===== config.mk =====
export PLATFORM = sky130hd
export DESIGN_NAME = adc_scan_seq
export DESIGN_NICKNAME = d
export VERILOG_FILES = /design/src/rtl/adc_scan_pkg.sv /design/src/rtl/adc_scan_trig.sv /design/src/rtl/adc_scan_limit.sv /design/src/rtl/adc_scan_fsm.sv /design/src/rtl/adc_scan_seq.sv
export SDC_FILE = /design/constraint.sdc
export NUM_CORES = 1
export LEC_CHECK = 0
export BUFFER_PORTS_ARGS = -buffer_cell sky130_fd_sc_hd__buf_2
export CAP_MARGIN = 25
export CELL_PAD_IN_SITES_DETAIL_PLACEMENT = 2
export CELL_PAD_IN_SITES_GLOBAL_PLACEMENT = 2
export CORE_MARGIN = 4
export CORE_UTILIZATION = 33
export DETAILED_ROUTE_END_ITERATION = 7
export GPL_TIMING_DRIVEN = 0
export PLACE_DENSITY_LB_ADDON = 0.12
export SLEW_MARGIN = 20
export SYNTH_ARGS = -nofsm -noshare
export SYNTH_HDL_FRONTEND = slang
export SYNTH_HIERARCHICAL = 1
export SYNTH_SLANG_ARGS = --single-unit

===== constraint.sdc =====
create_clock -name clk -period 3.15 [get_ports clk]
set_input_delay 0.4725 -clock clk [delete_from_list [all_inputs] [get_ports clk]]
set_output_delay 0.4725 -clock clk [all_outputs]
set_load 0.01 [all_outputs]

===== src/rtl/adc_scan_pkg.sv =====
package adc_scan_pkg;

    localparam int unsigned CH_W_DEF  = 4;
    localparam int unsigned CNT_W_DEF = 4;

    typedef enum logic [1:0] {
        SEQ_IDLE  = 2'd0,
        SEQ_ISSUE = 2'd1,
        SEQ_WAIT  = 2'd2
    } seq_state_e;

endpackage


===== src/rtl/adc_scan_trig.sv =====
module adc_scan_trig #(
    parameter int unsigned N_SRC = 2
) (
    input  logic [N_SRC-1:0] src_i,
    output logic             trig_o
);

    logic [N_SRC:0] chain;

    assign chain[0] = 1'b0;

    for (genvar g = 0; g < N_SRC; g++) begin : g_or
        assign chain[g+1] = chain[g] | src_i[g];
    end

    assign trig_o = chain[N_SRC];

endmodule


===== src/rtl/adc_scan_limit.sv =====
module adc_scan_limit #(
    parameter int unsigned CH_W  = adc_scan_pkg::CH_W_DEF,
    parameter int unsigned CNT_W = adc_scan_pkg::CNT_W_DEF
) (
    input  logic [CH_W-1:0]  base_i,
    input  logic [CNT_W-1:0] count_i,
    output logic [CH_W-1:0]  last_o
);

    localparam int unsigned SUM_W = ((CH_W > CNT_W) ? CH_W : CNT_W) + 1;
    localparam logic [SUM_W-1:0] TOP_CH = SUM_W'((1 << CH_W) - 1);

    logic [SUM_W-1:0] sum;

    always_comb begin
        sum = SUM_W'(base_i) + SUM_W'(count_i);
        if (sum > TOP_CH) begin
            last_o = CH_W'(TOP_CH);
        end else begin
            last_o = CH_W'(sum);
        end
    end

endmodule


===== src/rtl/adc_scan_fsm.sv =====
module adc_scan_fsm #(
    parameter int unsigned CH_W = adc_scan_pkg::CH_W_DEF
) (
    input  logic            clk,
    input  logic            rst_n,
    input  logic            trig_i,
    input  logic [CH_W-1:0] base_i,
    input  logic [CH_W-1:0] last_i,
    input  logic            conv_done_i,
    output logic [CH_W-1:0] cur_o,
    output logic [CH_W-1:0] last_o,
    output logic            busy_o,
    output logic            conv_start_o,
    output logic            run_done_o,
    output logic            overrun_o
);

    import adc_scan_pkg::*;

    typedef struct packed {
        seq_state_e      st;
        logic [CH_W-1:0] cur;
        logic [CH_W-1:0] last;
        logic            overrun;
        logic            done;
    } seq_t;

    seq_t s_d, s_q;

    always_comb begin
        s_d      = s_q;
        s_d.done = 1'b0;
        if (trig_i && (s_q.st != SEQ_IDLE)) begin
            s_d.overrun = 1'b1;
        end
        case (s_q.st)
            SEQ_IDLE: begin
                if (trig_i) begin
                    s_d.st   = SEQ_ISSUE;
                    s_d.cur  = base_i;
                    s_d.last = last_i;
                end
            end
            SEQ_ISSUE: begin
                s_d.st = SEQ_WAIT;
            end
            SEQ_WAIT: begin
                if (conv_done_i) begin
                    if (s_q.cur == s_q.last) begin
                        s_d.st   = SEQ_IDLE;
                        s_d.done = 1'b1;
                    end else begin
                        s_d.cur = s_q.cur + 1'b1;
                        s_d.st  = SEQ_ISSUE;
                    end
                end
            end
            default: begin
                s_d.st = SEQ_IDLE;
            end
        endcase
    end

    always_ff @(posedge clk) begin
        if (!rst_n) begin
            s_q <= '{st: SEQ_IDLE, cur: '0, last: '0, overrun: 1'b0, done: 1'b0};
        end else begin
            s_q <= s_d;
        end
    end

    assign cur_o        = s_q.cur;
    assign last_o       = s_q.last;
    assign busy_o       = (s_q.st != SEQ_IDLE);
    assign conv_start_o = (s_q.st == SEQ_ISSUE);
    assign run_done_o   = s_q.done;
    assign overrun_o    = s_q.overrun;

endmodule


===== src/rtl/adc_scan_seq.sv =====
module adc_scan_seq #(
    parameter int unsigned CH_W  = adc_scan_pkg::CH_W_DEF,
    parameter int unsigned CNT_W = adc_scan_pkg::CNT_W_DEF
) (
    input  logic             clk,
    input  logic             rst_n,
    input  logic [CH_W-1:0]  base_i,
    input  logic [CNT_W-1:0] count_i,
    input  logic             sw_start_i,
    input  logic             evt_start_i,
    input  logic             conv_done_i,
    output logic [CH_W-1:0]  ch_sel_o,
    output logic             conv_start_o,
    output logic             busy_o,
    output logic             run_done_o,
    output logic             overrun_o
);

    logic            trig_any;
    logic [CH_W-1:0] last_calc;
    logic [CH_W-1:0] last_ch;
    logic [CH_W-1:0] cur_ch;

    adc_scan_trig #(.N_SRC(2)) u_trig (
        .src_i  ({evt_start_i, sw_start_i}),
        .trig_o (trig_any)
    );

    adc_scan_limit #(.CH_W(CH_W), .CNT_W(CNT_W)) u_limit (
        .base_i  (base_i),
        .count_i (count_i),
        .last_o  (last_calc)
    );

    adc_scan_fsm #(.CH_W(CH_W)) u_fsm (
        .clk          (clk),
        .rst_n        (rst_n),
        .trig_i       (trig_any),
        .base_i       (base_i),
        .last_i       (last_calc),
        .conv_done_i  (conv_done_i),
        .cur_o        (cur_ch),
        .last_o       (last_ch),
        .busy_o       (busy_o),
        .conv_start_o (conv_start_o),
        .run_done_o   (run_done_o),
        .overrun_o    (overrun_o)
    );

    assign ch_sel_o = busy_o ? cur_ch : base_i;

endmodule


==> metrics.csv, run 1 <==
stage,metric,value,unit
outcome,status,"complete, no violations",
final_layout,register area,240.2,µm²
global_routing,vias in the first global route,901,
worst_setup_path,CP Class,reg2out,
worst_setup_path,max incr delay on CP,0.35,ns
pwr,Gate power share,35.2,%
worst_setup_path,cells on worst reg2reg path,4,
floorplanning,Initial Util,35.19,%
sta,clk_skew,0.007402,ns
routing,DR pass1 iterations,4,
routing,Residual DRC,0,
final_layout,multi-input combinational cell area,574.3,µm²
logic_synthesis,synthesized area,879.6,µm²
place,RD Place Congestion,0.7212,
pwr,Tot Pwr,0.0004818,W
worst_setup_path,CP endpoint kind,output pin,
floorplanning,# rows,18,
floorplanning,Die Y,59.63,µm
clock_tree,CTS Buf Count,3,
floorplanning,Die ar.,3555,µm²
final_layout,"commonest non-fill, non-tap cell in the layout",buf_2,
final_layout,share of layout cells above drive strength 1,34.15,%
clock_tree,CTS tree,done,
routing,final WL,2.508,mm
worst_hold_path,Hold EP,u_fsm/last_o[0],
routing,post-detailed-route count of antenna-violating nets,0,
clock_tree,H-tree levels,1,
logic_synthesis,Cells after Synth,99,
final_layout,most frequent cells in the layout,"buf_2 (20), dfxtp_1 (12), nand2_1 (8), inv_1 (6)",
worst_setup_path,R2R Setup Slk,1.55,ns
clock_tree,clock buffer depth,2,
final_layout,Area Growth Syn to Fin,19.77,%
global_routing,overall routing resource usage,16.32,%
worst_setup_path,Reg-to-Reg End,u_fsm/cur_o[0],
routing,post-DR vias/cell,5.373,
worst_setup_path,CP arrival,1.50,ns
clock_tree,Clock Latency Late Sink,0.27,ns
final_layout,# fillers,294,
routing,DRT iter0 DRCs,11,
final_layout,Ant. Diodes,0,
sta,RSZ-0062 raised after global routing,false,
sta,Worst slew margin,69.56,%
global_routing,first-pass GRT wire length,4.333,mm
sta,Final Hold Fails,0,
pwr,clock group share of total power,25.9,%
pwr,worst vdd ir,251.7,µV
worst_setup_path,"Req. time, crit path",2.68,ns
floorplanning,Die W,59.63,µm
sta,Final Worst Setup Slack,1.180,ns
worst_hold_path,Min-Delay Startpoint,u_fsm/last_o[0],
pwr,NetSw,0.0001666,W
worst_hold_path,Tightest Hold Check Type,reg2reg,
worst_setup_path,CP Cell Sequence,nor2_2 > inv_2 > mux2_2 > buf_2,
pwr,Flop pwr share,39.0,%
sta,min cycle time layout,1.970,ns
global_routing,remaining global-route overflow,0,
clock_tree,Post-CTS Setup Inserts,0,
clock_tree,post-cts gate resize count,0,
sta,Setup-failing EPs final,0,
pwr,PD cells,457.4,nW/µm²
clock_tree,Root Buffer,clkbuf_4,
global_routing,largest net degree at the start of global routing,11,
sta,max-slew violations,0,
place,pre-CTS setup slack,1.083,ns
job,max_cap viols,0,
clock_tree,CTS Hold Bufs,0,
logic_synthesis,synth warn,6,
worst_setup_path,CP max FO,6,
clock_tree,"CTS clk-pin slew, worst paths",0.09,ns
worst_hold_path,Hold Crit Depth,2,
worst_setup_path,slowest CP cell,dfxtp_1,
place,IO buf count,20,
worst_setup_path,launch point of the critical path,u_fsm/s_q[11],
sta,setup TNS,0,ns
global_routing,initial antenna violation count,0,
sta,worst slew pin tran,0.4550,ns
worst_setup_path,CP Launch Type,flop,
pwr,P_leak,0.5078,nW
final_layout,fin nets,143,
worst_setup_path,r2r startpoint,u_fsm/cur_o[0],
routing,DR vias,822,
pwr,Pint,0.0003152,W
logic_synthesis,Mapped Nets,118,
clock_tree,clk sinks,12,
pwr,switching share of power,34.57,%
routing,routed len/inst,16.39,µm
floorplanning,IO Pins,21,
floorplanning,core area,2500,µm²
sta,f_max,507.6,MHz
place,Post-DP HPWL,2.080,mm
logic_synthesis,Avg Inst Size Synth,8.885,µm²
sta,fin crit share,62.54,%
[metal layers]
| metal | vias up | part of all wire (%) | global-route usage (%) |
|---|---|---|---|
| met1 | 407 | 43 | 19.24 |
| met5 | - | 0 | 0 |
| met2 | 12 | 53 | 30.27 |
| li1 | 401 | - | - |
| met3 | 2 | 3.3 | 3.486 |
| met4 | 0 | 0.76 | 2.848 |
[layout make-up]
class	count	area share, %
repair buffers	20	9.501
plain buffers	6	3.682
multi-input cells	74	54.51
flip-flops and latches	12	22.80
inverters	7	2.494
clock buffers	4	3.444
well taps	30	3.563
[state kept, by name, summed over array words and instances (netlist names)]
name              flops
u_fsm/cur_o           4
u_fsm/last_o          4
u_fsm/run_done_o      1
u_fsm/overrun_o       1
u_fsm/s_q             2
[critical path: cells and delay by family, from the launching register on]
family	cells	cell delay (ns)
buf+inv	2	0.28
flops	1	0.35
mux	1	0.30
simple gates	1	0.29
[power groups by stage]
stage | combinational (W) | sequential, W | clock (W)
floorplan | 0.000119 | 0.000187 | 0
global placement | 0.000162 | 0.000191 | 0
detailed placement | 0.000170 | 0.000192 | 0
CTS | 0.000172 | 0.000189 | 0.000128
global route | 0.000187 | 0.000192 | 0.000134
finish | 0.000169 | 0.000188 | 0.000125
[per-stage QoR]
stage	util (%)	cell area, µm²	std cells	hold slack (ns)
3_3_place_gp	40.69	1017	149	0.4559
3_5_place_dp	40.69	1017	149	0.4699
4_1_cts	42.14	1054	153	0.4801
6_report	42.14	1054	153	0.4723
2_1_floorplan	-	879.6	99	0.4468
5_1_grt	42.14	1054	153	0.5075
[worst max-delay path by stage]
stage                            to  slack [ns]  cells after the start
finish                  ch_sel_o[1]        1.18                      4
global route            ch_sel_o[1]        1.10                      4
CTS                     ch_sel_o[1]        1.16                      4
detailed placement  u_fsm/last_o[2]        1.08                      9
global placement    u_fsm/last_o[2]        1.15                      9
floorplan           u_fsm/last_o[2]        1.38                      8
Note: power is estimated with default switching activity, not from simulation.
==> run 2: changes to the inputs <==
--- a/config.mk
+++ b/config.mk
@@ -10,7 +10,7 @@
 export CELL_PAD_IN_SITES_DETAIL_PLACEMENT = 2
 export CELL_PAD_IN_SITES_GLOBAL_PLACEMENT = 2
 export CORE_MARGIN = 4
-export CORE_UTILIZATION = 33
+export CORE_UTILIZATION = 31
 export DETAILED_ROUTE_END_ITERATION = 7
 export GPL_TIMING_DRIVEN = 0
 export PLACE_DENSITY_LB_ADDON = 0.12
==> constraint.sdc (replaced) <==
create_clock -name clk -period 1.9 [get_ports clk]
set_input_delay 0.285 -clock clk [delete_from_list [all_inputs] [get_ports clk]]
set_output_delay 0.285 -clock clk [all_outputs]
set_load 0.01 [all_outputs]
==> run 2 against run 1 <==
Effect of this change:
- non-clock buffer count unchanged
- combinational power up 64%
- die area up 5.6%
- worst hold slack worse by 0.16 ns
- critical path type unchanged
- via count down 2.1%
==> metrics.csv, run 2 (same netlist as run 1, synthesis figures left out) <==
stage,metric,value,unit,change
worst_setup_path,CP Launch Type,flop,,
sta,fin crit share,95.09,%,
final_layout,share of layout cells above drive strength 1,34.15,%,unchanged
routing,final WL,2.562,mm,+2.2%
place,RD Place Congestion,0.6776,,-6.0%
clock_tree,CTS Hold Bufs,0,,unchanged
global_routing,first-pass GRT wire length,4.174,mm,-3.7%
clock_tree,Post-CTS Setup Inserts,0,,unchanged
sta,Worst slew margin,70.01,%,+0.45 points
sta,f_max,553.5,MHz,
sta,Setup-failing EPs final,0,,unchanged
place,dpl cell area,1018,µm²,+0.12%
sta,worst slew pin tran,0.4483,ns,-0.006688 ns
clock_tree,H-tree levels,1,,unchanged
floorplanning,# rows,19,,+1
worst_setup_path,CP endpoint kind,output pin,,
worst_setup_path,CP arrival,1.52,ns,+0.02 ns
floorplanning,Die ar.,3753,µm²,+5.6%
pwr,worst vdd ir,333.9,µV,+33%
routing,DR pass1 iterations,5,,+1
final_layout,fin nets,143,,unchanged
floorplanning,core area,2734,µm²,+9.4%
clock_tree,CTS Buf Count,3,,unchanged
global_routing,initial antenna violation count,0,,unchanged
job,max_cap viols,0,,unchanged
clock_tree,CTS tree,done,,
floorplanning,Die W,61.27,µm,+2.8%
clock_tree,clk sinks,12,,unchanged
clock_tree,"CTS clk-pin slew, worst paths",0.08,ns,about the same
place,Post-DP HPWL,2.068,mm,-0.58%
sta,min cycle time layout,1.807,ns,
clock_tree,Root Buffer,clkbuf_4,,
outcome,status,"complete, no violations",,
routing,DR vias,805,,-2.1%
worst_setup_path,CP Cell Sequence,nor2_2 > inv_2 > mux2_2 > buf_2,,
worst_setup_path,CP Class,reg2out,,
final_layout,fin cells,154,,+0.65%
global_routing,remaining global-route overflow,0,,unchanged
sta,RSZ-0062 raised after global routing,false,,
final_layout,post-layout instance area,1055,µm²,+0.12%
clock_tree,clock buffer depth,2,,unchanged
clock_tree,post-cts gate resize count,0,,unchanged
routing,DRT iter0 DRCs,23,,+12
worst_setup_path,max incr delay on CP,0.36,ns,about the same
floorplanning,Die Y,61.27,µm,+2.8%
routing,post-DR vias/cell,5.227,,-2.7%
routing,post-detailed-route count of antenna-violating nets,0,,unchanged
sta,hold slack,0.3130,ns,-0.1593 ns
worst_setup_path,"Req. time, crit path",1.62,ns,-1.06 ns
final_layout,Ant. Diodes,0,,unchanged
pwr,P_leak,0.5078,nW,unchanged
final_layout,# fillers,331,,+13%
final_layout,most frequent cells in the layout,"buf_2 (20), dfxtp_1 (12), nand2_1 (8), inv_1 (6)",,
final_layout,"commonest non-fill, non-tap cell in the layout",buf_2,,
routing,Residual DRC,0,,unchanged
final_layout,"Core Util, Final",38.58,%,-3.6 points
floorplanning,Initial Util,32.17,%,-3.0 points
sta,Final Hold Fails,0,,unchanged
global_routing,largest net degree at the start of global routing,11,,unchanged
worst_setup_path,slowest CP cell,dfxtp_1,,
sta,max-slew violations,0,,unchanged
global_routing,overall routing resource usage,15.90,%,-0.42 points
sta,clk_skew,0.005338,ns,-0.002064 ns
worst_setup_path,CP max FO,6,,unchanged
clock_tree,Clock Latency Late Sink,0.28,ns,about the same
global_routing,vias in the first global route,865,,-4.0%
place,placed cell count,150,,+0.67%
place,IO buf count,20,,unchanged
floorplanning,IO Pins,21,,unchanged
pwr,PD cells,759.8,nW/µm²,+66%
final_layout,Area Growth Syn to Fin,19.91,%,
routing,routed len/inst,16.64,µm,+1.5%
worst_hold_path,Tightest Hold Check Type,in2reg,,
run 2: cell counts in the layout (fill, tap and decap cells not counted):
No cell type changed its count.
run 2: critical path: cells and delay by family, from the launching register on:
| family | cells | cell delay, ns |
|---|---|---|
| AND/OR/NAND/NOR | 1 | 0.29 |
| buffers and inverters | 2 | 0.29 |
| multiplexers | 1 | 0.30 |
| flip-flops | 1 | 0.36 |
run 2: final timing paths:
kind	slack (ns)	to	cells after the start	start
setup / recovery	0.09	ch_sel_o[0]	4	u_fsm/s_q[11]
hold / removal	0.31	u_fsm/cur_o[1]	3	rst_n
hold reg to reg	0.47	u_fsm/last_o[1]	2	u_fsm/last_o[1]
setup reg to reg	0.31	u_fsm/cur_o[2]	4	u_fsm/cur_o[1]
run 2: per-layer routing:
layer	vias up	GRT usage, %	wire (µm)
met1	390	16.48	1062
met4	0	6.502	43
li1	399	-	-
met3	4	3.983	98
met5	-	0	0
met2	12	30.06	1358
run 2: cell type report:
class,instances,area [µm²],share of cell area (%)
buffer,6,38.79,3.677
clock buffer,4,36.28,3.440
inverter,7,26.28,2.491
multi-input combinational,74,574.3,54.45
sequential,12,240.2,22.78
tap,31,38.79,3.677
timing repair buffer,20,100.1,9.490
run 2: power breakdown:
| part | total, W | internal [W] | switching (W) |
|---|---|---|---|
| Clock | 0.000213 | 0.000117 | 0.0000965 |
| Sequential | 0.000311 | 0.000280 | 0.0000318 |
| Combinational | 0.000277 | 0.000126 | 0.000151 |
run 2: per-stage QoR:
step                 power, W  setup TNS, ns  setup WS (ns)
floorplan           0.0005071              0         0.3173
global placement    0.0005871              0        0.07625
detailed placement  0.0005987       -0.01367       -0.01367
CTS                 0.0008158              0        0.08442
global route        0.0008644              0       0.003116
finish              0.0008014              0        0.09325
==> run 3: changes to the inputs <==
--- a/config.mk
+++ b/config.mk
@@ -5,14 +5,15 @@
 export SDC_FILE = /design/constraint.sdc
 export NUM_CORES = 1
 export LEC_CHECK = 0
-export BUFFER_PORTS_ARGS = -buffer_cell sky130_fd_sc_hd__buf_2
 export CAP_MARGIN = 25
 export CELL_PAD_IN_SITES_DETAIL_PLACEMENT = 2
 export CELL_PAD_IN_SITES_GLOBAL_PLACEMENT = 2
 export CORE_MARGIN = 4
-export CORE_UTILIZATION = 31
+export CORE_UTILIZATION = 36
 export DETAILED_ROUTE_END_ITERATION = 7
+export DONT_BUFFER_PORTS = 1
 export GPL_TIMING_DRIVEN = 0
+export MAX_ROUTING_LAYER = met4
 export PLACE_DENSITY_LB_ADDON = 0.12
 export SLEW_MARGIN = 20
 export SYNTH_ARGS = -nofsm -noshare
==> run 3 against run 2 <==
Effect of this change:
- total power shrank 4.9%
- clock power is essentially flat
- largest power group unchanged
- count of clock-buffer cells in the layout is the same
- clock skew shrank 0.0028 ns
- die area shrank 12%
- critical path depth shrank 1
- design area shrank 9.8%
==> metrics.csv, run 3 (same netlist as run 1, synthesis figures left out) <==
stage,metric,value,unit,change
worst_setup_path,"Largest delay share family, worst path",flip-flops,,
final_layout,register area,240.2,µm²,unchanged
routing,final WL,2.265,mm,-12%
worst_setup_path,CP max FO,6,,unchanged
sta,Final Hold Fails,0,,unchanged
job,max_cap viols,0,,unchanged
place,Post-DP HPWL,1.803,mm,-13%
global_routing,remaining global-route overflow,0,,unchanged
place,RD Place Congestion,0.7718,,+14%
pwr,Pint,0.0005002,W,-4.3%
outcome,status,"complete, no violations",,
routing,DR pass1 iterations,2,,-3
global_routing,overall routing resource usage,15.31,%,-0.59 points
final_layout,fin nets,123,,-14%
clock_tree,Clock Latency Late Sink,0.28,ns,about the same
final_layout,multi-input combinational cell area,574.3,µm²,unchanged
worst_setup_path,Crit path depth,3,,-1
pwr,clock group share of total power,27.5,%,+0.9 points
pwr,P_leak,0.4233,nW,-17%
final_layout,most frequent cells in the layout,"dfxtp_1 (12), nand2_1 (8), inv_1 (6), nand3_1 (5), ha_1 (5)",,
routing,DR vias,734,,-8.8%
final_layout,share of layout cells above drive strength 1,21.36,%,-13 points
final_layout,Ant. Diodes,0,,unchanged
worst_setup_path,r2r startpoint,u_fsm/cur_o[1],,
worst_setup_path,slowest CP cell,dfxtp_1,,
worst_setup_path,launch point of the critical path,u_fsm/s_q[11],,
clock_tree,CTS Buf Count,3,,unchanged
worst_setup_path,CP endpoint kind,output pin,,
worst_setup_path,"Req. time, crit path",1.62,ns,about the same
global_routing,initial antenna violation count,0,,unchanged
floorplanning,# rows,17,,-2
clock_tree,"CTS clk-pin slew, worst paths",0.08,ns,about the same
final_layout,"Core Util, Final",41.78,%,+3.2 points
floorplanning,core area,2276,µm²,-17%
worst_hold_path,Tightest Hold Check Type,in2reg,,
pwr,switching share of power,34.35,%,-0.45 points
routing,Residual DRC,0,,unchanged
clock_tree,clock buffer depth,2,,unchanged
worst_setup_path,Setup crit end,ch_sel_o[2],,
clock_tree,clk sinks,12,,unchanged
floorplanning,Die W,57.43,µm,-6.3%
sta,Worst slew margin,68.07,%,-1.9 points
worst_setup_path,max incr delay on CP,0.36,ns,about the same
clock_tree,Post-CTS Setup Inserts,0,,unchanged
routing,post-detailed-route count of antenna-violating nets,0,,unchanged
sta,RSZ-0062 raised after global routing,false,,
floorplanning,IO Pins,21,,unchanged
worst_setup_path,CP Cell Sequence,nor2_2 > inv_2 > mux2_2,,
pwr,worst vdd ir,322.4,µV,-3.4%
floorplanning,Die Y,57.43,µm,-6.3%
routing,DRT iter0 DRCs,14,,-39%
global_routing,vias in the first global route,764,,-12%
clock_tree,CTS tree,done,,
sta,setup TNS,0,ns,unchanged
pwr,PD cells,801.2,nW/µm²,+5.4%
clock_tree,Root Buffer,clkbuf_4,,
final_layout,Area Growth Syn to Fin,8.108,%,
global_routing,largest net degree at the start of global routing,11,,unchanged
floorplanning,Initial Util,38.65,%,+6.5 points
worst_setup_path,Buf/Inv on CP,1,,-1
worst_setup_path,R2R Setup Slk,0.24,ns,-0.07 ns
clock_tree,H-tree levels,1,,unchanged
sta,Setup-failing EPs final,0,,unchanged
pwr,NetSw,0.0002617,W,-6.2%
routing,post-DR vias/cell,5.603,,+7.2%
global_routing,first-pass GRT wire length,3.767,mm,-9.8%
worst_setup_path,Reg-to-Reg End,u_fsm/cur_o[2],,
sta,min cycle time layout,1.680,ns,-0.1268 ns
worst_setup_path,CP arrival,1.39,ns,-0.13 ns
pwr,Gate power share,31.2,%,-3.3 points
final_layout,"commonest non-fill, non-tap cell in the layout",dfxtp_1,,
clock_tree,CTS Hold Bufs,0,,unchanged
sta,f_max,595.3,MHz,+7.5%
worst_setup_path,CP Launch Type,flop,,
sta,worst slew pin tran,0.4773,ns,+0.02895 ns
sta,clk_skew,0.002563,ns,-0.002775 ns
final_layout,# fillers,265,,-20%
worst_setup_path,CP Class,reg2out,,
sta,fin crit share,88.42,%,-6.7 points
floorplanning,Die ar.,3298,µm²,-12%
pwr,Flop pwr share,41.3,%,+2.4 points
place,IO buf count,0,,-100%
sta,max-slew violations,0,,unchanged
worst_hold_path,Hold Crit Depth,2,,-1
worst_setup_path,cells on worst reg2reg path,4,,unchanged
routing,routed len/inst,17.29,µm,+3.9%
clock_tree,post-cts gate resize count,0,,unchanged
-- run 3: worst min-delay path by stage --
stage	start	end	slack, ns
2_1_floorplan	rst_n	u_fsm/cur_o[1]	0.44
3_3_place_gp	rst_n	u_fsm/cur_o[3]	0.45
3_5_place_dp	rst_n	u_fsm/cur_o[0]	0.46
4_1_cts	rst_n	u_fsm/cur_o[0]	0.16
5_1_grt	rst_n	u_fsm/cur_o[0]	0.13
6_report	rst_n	u_fsm/cur_o[0]	0.16
-- run 3: stage by stage --
step | instance area (µm²) | power, W | std cells | hold slack (ns) | setup WS (ns)
floorplan | 879.6 | 0.0005071 | 99 | 0.4389 | 0.3173
global placement | 914.6 | 0.0005507 | 127 | 0.4459 | 0.2415
detailed placement | 914.6 | 0.0005602 | 127 | 0.4558 | 0.1963
CTS | 950.9 | 0.0007748 | 131 | 0.1557 | 0.1986
global route | 950.9 | 0.0008245 | 131 | 0.1335 | 0.09668
finish | 950.9 | 0.0007618 | 131 | 0.1600 | 0.2201
-- run 3: layer usage --
layer	vias up	GRT usage (%)	routed length (µm)
met5	-	-	0
met3	4	3.620	102
met2	17	23.55	1034
met1	353	18.77	1091
met4	0	6.954	37
li1	360	-	-
-- run 3: cell type report --
type / instances / area share, %
Buffer: 6 / 4.079
Clock buffer: 4 / 3.816
Inverter: 7 / 2.763
Multi-Input combinational cell: 74 / 60.39
Sequential cell: 12 / 25.26
Tap cell: 28 / 3.684
-- run 3: power groups by stage --
stage          logic [W]  clock network (W)  registers, W
2_1_floorplan   0.000197                  0      0.000310
3_3_place_gp    0.000231                  0      0.000320
3_5_place_dp    0.000239                  0      0.000321
4_1_cts         0.000242           0.000218      0.000315
5_1_grt         0.000265           0.000240      0.000319
6_report        0.000238           0.000210      0.000314
-- run 3: worst register-to-register path, delay by kind of cell, from the launching register on --
kind            cells  cell delay [ns]
compound gates      3             0.92
flops               1             0.47
xor+xnor            1             0.17
